## src/rtl/wvs_pkg.sv

```systemverilog
package wvs_pkg;
  localparam int POL_RANDOM = 0;
  localparam int POL_LRR    = 1;
  localparam int POL_LRU    = 2;

  typedef logic [1:0] way_t;
  typedef way_t [3:0] order_t;  // [0] least recent .. [n-1] most recent

  function automatic int fact(input int n);
    case (n)
      0, 1:    return 1;
      2:       return 2;
      3:       return 6;
      default: return 24;
    endcase
  endfunction

  function automatic order_t identity_order();
    order_t o;
    for (int i = 0; i < 4; i++) o[i] = way_t'(i);
    return o;
  endfunction

  // Rank code (factorial base) -> recency order
  function automatic order_t lru_decode(input logic [4:0] code, input int n);
    order_t     o;
    logic [3:0] used;
    int         rem, f, d, cnt;
    o    = identity_order();
    used = '0;
    rem  = int'(code);
    for (int i = 0; i < 4; i++) begin
      if (i < n) begin
        f   = fact(n - 1 - i);
        d   = rem / f;
        rem = rem % f;
        cnt = 0;
        for (int w = 0; w < 4; w++) begin
          if (w < n && !used[w]) begin
            if (cnt == d) o[i] = way_t'(w);
            cnt++;
          end
        end
        used[o[i]] = 1'b1;
      end
    end
    return o;
  endfunction

  function automatic logic [4:0] lru_encode(input order_t o, input int n);
    logic [3:0] used;
    int         code, d;
    used = '0;
    code = 0;
    for (int i = 0; i < 4; i++) begin
      if (i < n) begin
        d = 0;
        for (int w = 0; w < 4; w++)
          if (w < n && !used[w] && way_t'(w) < o[i]) d++;
        code       = code + d * fact(n - 1 - i);
        used[o[i]] = 1'b1;
      end
    end
    return 5'(code);
  endfunction

  // Move way w to the most recent place
  function automatic order_t lru_touch(input order_t o, input way_t w, input int n);
    order_t r;
    int     j;
    r = identity_order();
    j = 0;
    for (int i = 0; i < 4; i++) begin
      if (i < n && o[i] != w) begin
        r[j] = o[i];
        j++;
      end
    end
    r[n - 1] = w;
    return r;
  endfunction
endpackage

```

## src/rtl/wvs_rand_ctr.sv

```systemverilog
module wvs_rand_ctr #(
  parameter int NUM_WAYS = 4,
  parameter int WAY_W    = 2
) (
  input  logic             clk,
  input  logic             rst,
  output logic [WAY_W-1:0] ctr_o
);
  localparam logic [WAY_W-1:0] LAST = WAY_W'(NUM_WAYS - 1);

  always_ff @(posedge clk) begin
    if (rst)                ctr_o <= '0;
    else if (ctr_o == LAST) ctr_o <= '0;
    else                    ctr_o <= ctr_o + 1'b1;
  end


  ctr_range_chk: assert property (@(posedge clk) disable iff (rst)
    int'(ctr_o) < NUM_WAYS);


  ctr_step_chk: assert property (@(posedge clk) disable iff (rst)
    !$past(rst) |-> (ctr_o == (($past(ctr_o) == LAST) ? '0 : $past(ctr_o) + 1'b1)));
endmodule

```

## src/rtl/wvs_state_mem.sv

```systemverilog
module wvs_state_mem #(
  parameter int NUM_LINES  = 16,
  parameter int IDX_W      = 4,
  parameter int ST_W       = 5,
  parameter int CODE_LIMIT = 24
) (
  input  logic             clk,
  input  logic             rst,
  input  logic [IDX_W-1:0] rd_idx,
  output logic [ST_W-1:0]  rd_data,
  input  logic             wr_en,
  input  logic [IDX_W-1:0] wr_idx,
  input  logic [ST_W-1:0]  wr_data
);
  logic [ST_W-1:0] mem [NUM_LINES];

  always_ff @(posedge clk) begin
    if (rst) begin
      for (int i = 0; i < NUM_LINES; i++) mem[i] <= '0;
    end else if (wr_en) begin
      mem[wr_idx] <= wr_data;
    end
  end

  assign rd_data = mem[rd_idx];


  code_legal_chk: assert property (@(posedge clk) disable iff (rst)
    wr_en |-> int'(wr_data) < CODE_LIMIT);


  line_hold_chk: assert property (@(posedge clk) disable iff (rst)
    (!$past(rst) && !$past(wr_en) && rd_idx == $past(rd_idx)) |-> $stable(rd_data));
endmodule

```

## src/rtl/wvs_pick.sv

```systemverilog
module wvs_pick #(
  parameter int NUM_WAYS = 4,
  parameter int WAY_W    = 2
) (
  input  wvs_pkg::order_t      pref_i,
  input  logic [NUM_WAYS-1:0]  lock_i,
  output logic [WAY_W-1:0]     victim_o,
  output logic                 none_o
);
  import wvs_pkg::*;
  logic [3:0] lk;
  way_t       v;

  always_comb begin
    lk                 = '1;
    lk[NUM_WAYS-1:0]   = lock_i;
    v                  = '0;
    none_o             = 1'b1;
    for (int i = NUM_WAYS - 1; i >= 0; i--) begin
      if (!lk[pref_i[i]]) begin
        v      = pref_i[i];
        none_o = 1'b0;
      end
    end
    victim_o = WAY_W'(v);
  end
endmodule

```

## src/rtl/way_victim_sel.sv

```systemverilog
module way_victim_sel #(
  parameter int NUM_WAYS  = 4,
  parameter int NUM_LINES = 16,
  parameter int POLICY    = wvs_pkg::POL_LRU,
  parameter int LOCK_EN   = 1,
  localparam int WAY_W    = (NUM_WAYS > 1) ? $clog2(NUM_WAYS) : 1,
  localparam int IDX_W    = (NUM_LINES > 1) ? $clog2(NUM_LINES) : 1
) (
  input  logic                clk,
  input  logic                rst,
  input  logic [IDX_W-1:0]    line_idx_i,
  input  logic                access_i,
  input  logic                fill_i,
  input  logic [WAY_W-1:0]    way_i,
  input  logic [NUM_WAYS-1:0] lock_i,
  output logic [WAY_W-1:0]    victim_o,
  output logic                no_victim_o
);
  import wvs_pkg::*;

  localparam int ST_W = (POLICY == POL_LRU) ?
                        ((NUM_WAYS == 4) ? 5 : (NUM_WAYS == 3) ? 3 : 1) : 1;
  localparam int CODE_LIMIT = (POLICY == POL_LRU) ? fact(NUM_WAYS) : 2;

  generate
    if (POLICY == POL_LRR && NUM_WAYS != 2) begin : g_bad_cfg
      $error("least-recently-replaced policy needs exactly two ways");
    end
  endgenerate

  logic [WAY_W-1:0]    ctr;
  logic [ST_W-1:0]     st_rd, st_wr;
  logic                st_we;
  logic [NUM_WAYS-1:0] lock_eff;
  order_t              pref;
  logic [WAY_W-1:0]    pick_v;
  logic                pick_none;
  logic                nb;

  wvs_rand_ctr #(.NUM_WAYS(NUM_WAYS), .WAY_W(WAY_W)) u_ctr (
    .clk(clk), .rst(rst), .ctr_o(ctr)
  );

  wvs_state_mem #(
    .NUM_LINES(NUM_LINES), .IDX_W(IDX_W), .ST_W(ST_W), .CODE_LIMIT(CODE_LIMIT)
  ) u_mem (
    .clk(clk), .rst(rst),
    .rd_idx(line_idx_i), .rd_data(st_rd),
    .wr_en(st_we), .wr_idx(line_idx_i), .wr_data(st_wr)
  );

  assign lock_eff = (LOCK_EN != 0) ? lock_i : '0;

  // Preference order of candidates, best first
  always_comb begin
    pref = identity_order();
    if (POLICY == POL_RANDOM) begin
      for (int i = 0; i < 4; i++) pref[i] = way_t'((int'(ctr) + i) % NUM_WAYS);
    end else if (POLICY == POL_LRR) begin
      pref[0] = {1'b0, st_rd[0]};
      pref[1] = {1'b0, ~st_rd[0]};
    end else begin
      pref = lru_decode(5'(st_rd), NUM_WAYS);
    end
  end

  // Per-line state update
  always_comb begin
    nb = ~way_i[0];
    if (POLICY == POL_LRU) begin
      st_we = access_i | fill_i;
      st_wr = ST_W'(lru_encode(lru_touch(pref, way_t'(way_i), NUM_WAYS), NUM_WAYS));
    end else if (POLICY == POL_LRR) begin
      st_we = fill_i;
      st_wr = ST_W'(nb);
    end else begin
      st_we = 1'b0;
      st_wr = '0;
    end
  end

  wvs_pick #(.NUM_WAYS(NUM_WAYS), .WAY_W(WAY_W)) u_pick (
    .pref_i(pref), .lock_i(lock_eff), .victim_o(pick_v), .none_o(pick_none)
  );

  always_ff @(posedge clk) begin
    if (rst) begin
      victim_o    <= '0;
      no_victim_o <= 1'b0;
    end else begin
      victim_o    <= pick_v;
      no_victim_o <= pick_none;
    end
  end


  victim_range_chk: assert property (@(posedge clk) disable iff (rst)
    int'(victim_o) < NUM_WAYS);


  no_victim_chk: assert property (@(posedge clk) disable iff (rst)
    no_victim_o |-> (victim_o == '0 && (&$past(lock_eff))));


  unlocked_victim_chk: assert property (@(posedge clk) disable iff (rst)
    (!$past(rst) && !no_victim_o) |->
      ((NUM_WAYS'(1) << victim_o) & $past(lock_eff)) == '0);


  lock_off_chk: assert property (@(posedge clk) disable iff (rst)
    (LOCK_EN == 0) |-> !no_victim_o);
endmodule

```

## config.mk

```make
export PLATFORM = sky130hd
export DESIGN_NAME = way_victim_sel
export DESIGN_NICKNAME = d
export VERILOG_FILES = /design/src/rtl/wvs_pkg.sv /design/src/rtl/wvs_rand_ctr.sv /design/src/rtl/wvs_state_mem.sv /design/src/rtl/wvs_pick.sv /design/src/rtl/way_victim_sel.sv
export SDC_FILE = /design/constraint.sdc
export NUM_CORES = 1
export LEC_CHECK = 0
export BUFFER_PORTS_ARGS = -buffer_cell sky130_fd_sc_hd__buf_2
export CORE_ASPECT_RATIO = 0.75
export CORE_MARGIN = 2
export CORE_UTILIZATION = 67
export DETAILED_ROUTE_END_ITERATION = 7
export HOLD_SLACK_MARGIN = 0.05
export PLACE_DENSITY = 0.95
export SYNTH_ARGS = -nofsm -noshare
export SYNTH_HDL_FRONTEND = slang
export SYNTH_SLANG_ARGS = --single-unit
```

## constraint.sdc

```tcl
create_clock -name clk -period 39.2 [get_ports clk]
set_clock_uncertainty 0.1 [all_clocks]
set_input_delay 3.92 -clock clk [delete_from_list [all_inputs] [get_ports clk]]
set_output_delay 3.92 -clock clk [all_outputs]
set_load 0.005 [all_outputs]
```

==> out/qor.csv <==
metric,value,unit
start_kind,input pin,
setup_viol,0,
synthTopCellsByArea,"edfxtp_1, mux4_2, ha_1",
status,"finished, violations left",
final_antenna_net_count,0,
grt_pass1_vias,5173,
async_reset_ff_frac,0,
drive_gt1_frac,0.121,
ys_seq_elements,83,
slowest_stage,a2111oi_4,
cts_tree,done,
yosysMostFrequentCell,edfxtp_1,
path_max_fanout,28,
path_common_cell,ha_1,
drtIter0Drc,1000,
num_vias,5478,
synthFlopType,edfxtp_1,
cts_resized,0,
place_ws,21.22,ns
clock_latency,0.34,ns
cp.arrival,18.06,ns
final.setup.tns,0,ns
wl_per_cell,21.3,um
syn_inst,649,
wirelength,16.5,mm
die_x,117,um
worstSetupEndpointType,flip-flop,
slowest_delay,0.71,ns
placedCellCount,763,
synth_edf_count,80,
netlist.area_leader.share,0.372,
syn2layout_area_growth,6.27,%
via_per_inst,7.05,
start_util,0.680,
drv_slew,0,
yosys_warnings,0,
fin_util,0.723,
grt.total_usage,0.320,
num-nets-final,691,
ctsHoldBuffers,0,
hold_class,flip-flop to flip-flop,
stdcell_count,777,
violations,design-rule violations,
seq_area_frac_synth,0.381,
remaining_drc_errors,1,
synth_cell_types,77,
syn_area,6460,sq um
tightestPinTransition,0.968,ns
numCtsBuffers,9,
required,39.19,ns
crit_family,compound AO/OA/AOI/OAI gates,
syn_nets,698,
hold_viol,0,
crit_buf_inv,4,
core_area,9500,sq um
cts_sinks,83,
drt-pass1-iter-count,8,
io_buffers,16,
grt.overflow.total,0,
grt_max_degree,31,
die_y,89.1,um
clockBufferDepth,2,
grt_pass1_wl,26.0,mm
antenna_cells,0,
clkSlewWorstSetupHoldPaths,0.06,ns
netlist.top_cell.by_area,edfxtp_1,
dieArea,10500,sq um
fmax,55.3,MHz
synthTopCellsByCount,"edfxtp_1, nor2_1, nand2_1",
post_cts_buffers,0,
rsz0062_at_grt,false,
ctsHtreeMaxLevel,3,
ios,17,
cts_root_buf,clkbuf_16,
path_class,input pin to flip-flop,
slew_headroom,0.354,
dpl.hpwl,11.2,mm
globalplace.congestion,1.00,
fin_crit_sh,0.461,
synth_area_per_cell,9.96,sq um
antenna_found_initial,0,
rows,31,
timing.final.crit_period,18.07,ns
timing.final.ws_setup,21.13,ns
max_cap_violations,0,
-- state kept, by name, indices dropped and copies added, names as in the netlist --
register     count
no_victim_o      1
victim_o         2
u_mem.mem       80
-- worst paths after layout --
check	start	end	slack [ns]	depth (start not counted)
worst min register to register	u_mem.mem[4][4]	victim_o[1]	1.46	6
worst max register to register	u_mem.mem[2][4]	u_mem.mem[15][4]	25.12	53
worst max-delay path	line_idx_i[0]	u_mem.mem[15][4]	21.13	54
worst min-delay path	u_mem.mem[4][4]	victim_o[1]	1.46	6
-- final cells by class --
class	count	area (sq um)
inverter	32	120
fill	600	2630
multi-input combinational	497	3720
timing repair buffer	19	103
tap	132	165
sequential	83	2460
clock buffer	11	233
clock inverter	3	65.1
-- worst reg2reg max path, delay by kind of cell, from the launching register on --
kind / cells / cell delay (ns)
flip-flops: 1 / 0.37
AND/OR/NAND/NOR: 14 / 3.15
buffers and inverters: 3 / 0.43
AO/OA/AOI/OAI: 15 / 4.11
XOR/XNOR: 4 / 0.74
multiplexers: 5 / 1.29
adder cells (fa/ha/maj): 12 / 3.61
-- kinds of logic after synthesis --
family                   count (synthesis)  share of synthesized area
adder cells (fa/ha/maj)                 35                     0.0712
buffers and inverters                   69                     0.0434
multiplexers                            54                      0.123
AO/OA/AOI/OAI                          137                      0.160
flip-flops                              83                      0.381
XOR/XNOR                                16                     0.0217
AND/OR/NAND/NOR                        255                      0.200
-- stage by stage --
stage	hold slack [ns]	area, sq um
finish	1.46	6870
detailed placement	1.40	6570
floorplan	1.30	6460
CTS	1.43	6870
global placement	1.37	6570
global route	1.55	6870
-- routing by layer --
| metal | global-route usage | wire length, um | share of wire |
|---|---|---|---|
| met5 | 0 | 0 | 0 |
| met4 | 0.129 | 612 | 0.037 |
| met3 | 0.0695 | 1700 | 0.10 |
| met2 | 0.533 | 7750 | 0.47 |
| met1 | 0.418 | 6470 | 0.39 |
-- placed cells by master, fill, tap and decap left out, drive strengths merged, types with 4 or more instances in the layout --
cell type / instances
clkbuf: 11
a221oi: 4
o22a: 6
o211ai: 8
a2111oi: 4
o21ai: 25
a21o: 7
xnor2: 11
mux2i: 24
and2: 17
nor2: 74
o221ai: 6
a31oi: 8
inv: 32
mux4: 18
ha: 32
o21a: 5
edfxtp: 80
xor2: 5
a22oi: 4
a21oi: 27
nand3: 11
nand2b: 23
mux2: 12
and3: 43
nor2b: 4
nand4: 6
nor3: 18
buf: 19
nand2: 45
Power is not shown: default switching activity piles up to over one toggle a cycle in this logic, so the estimate is an artifact.
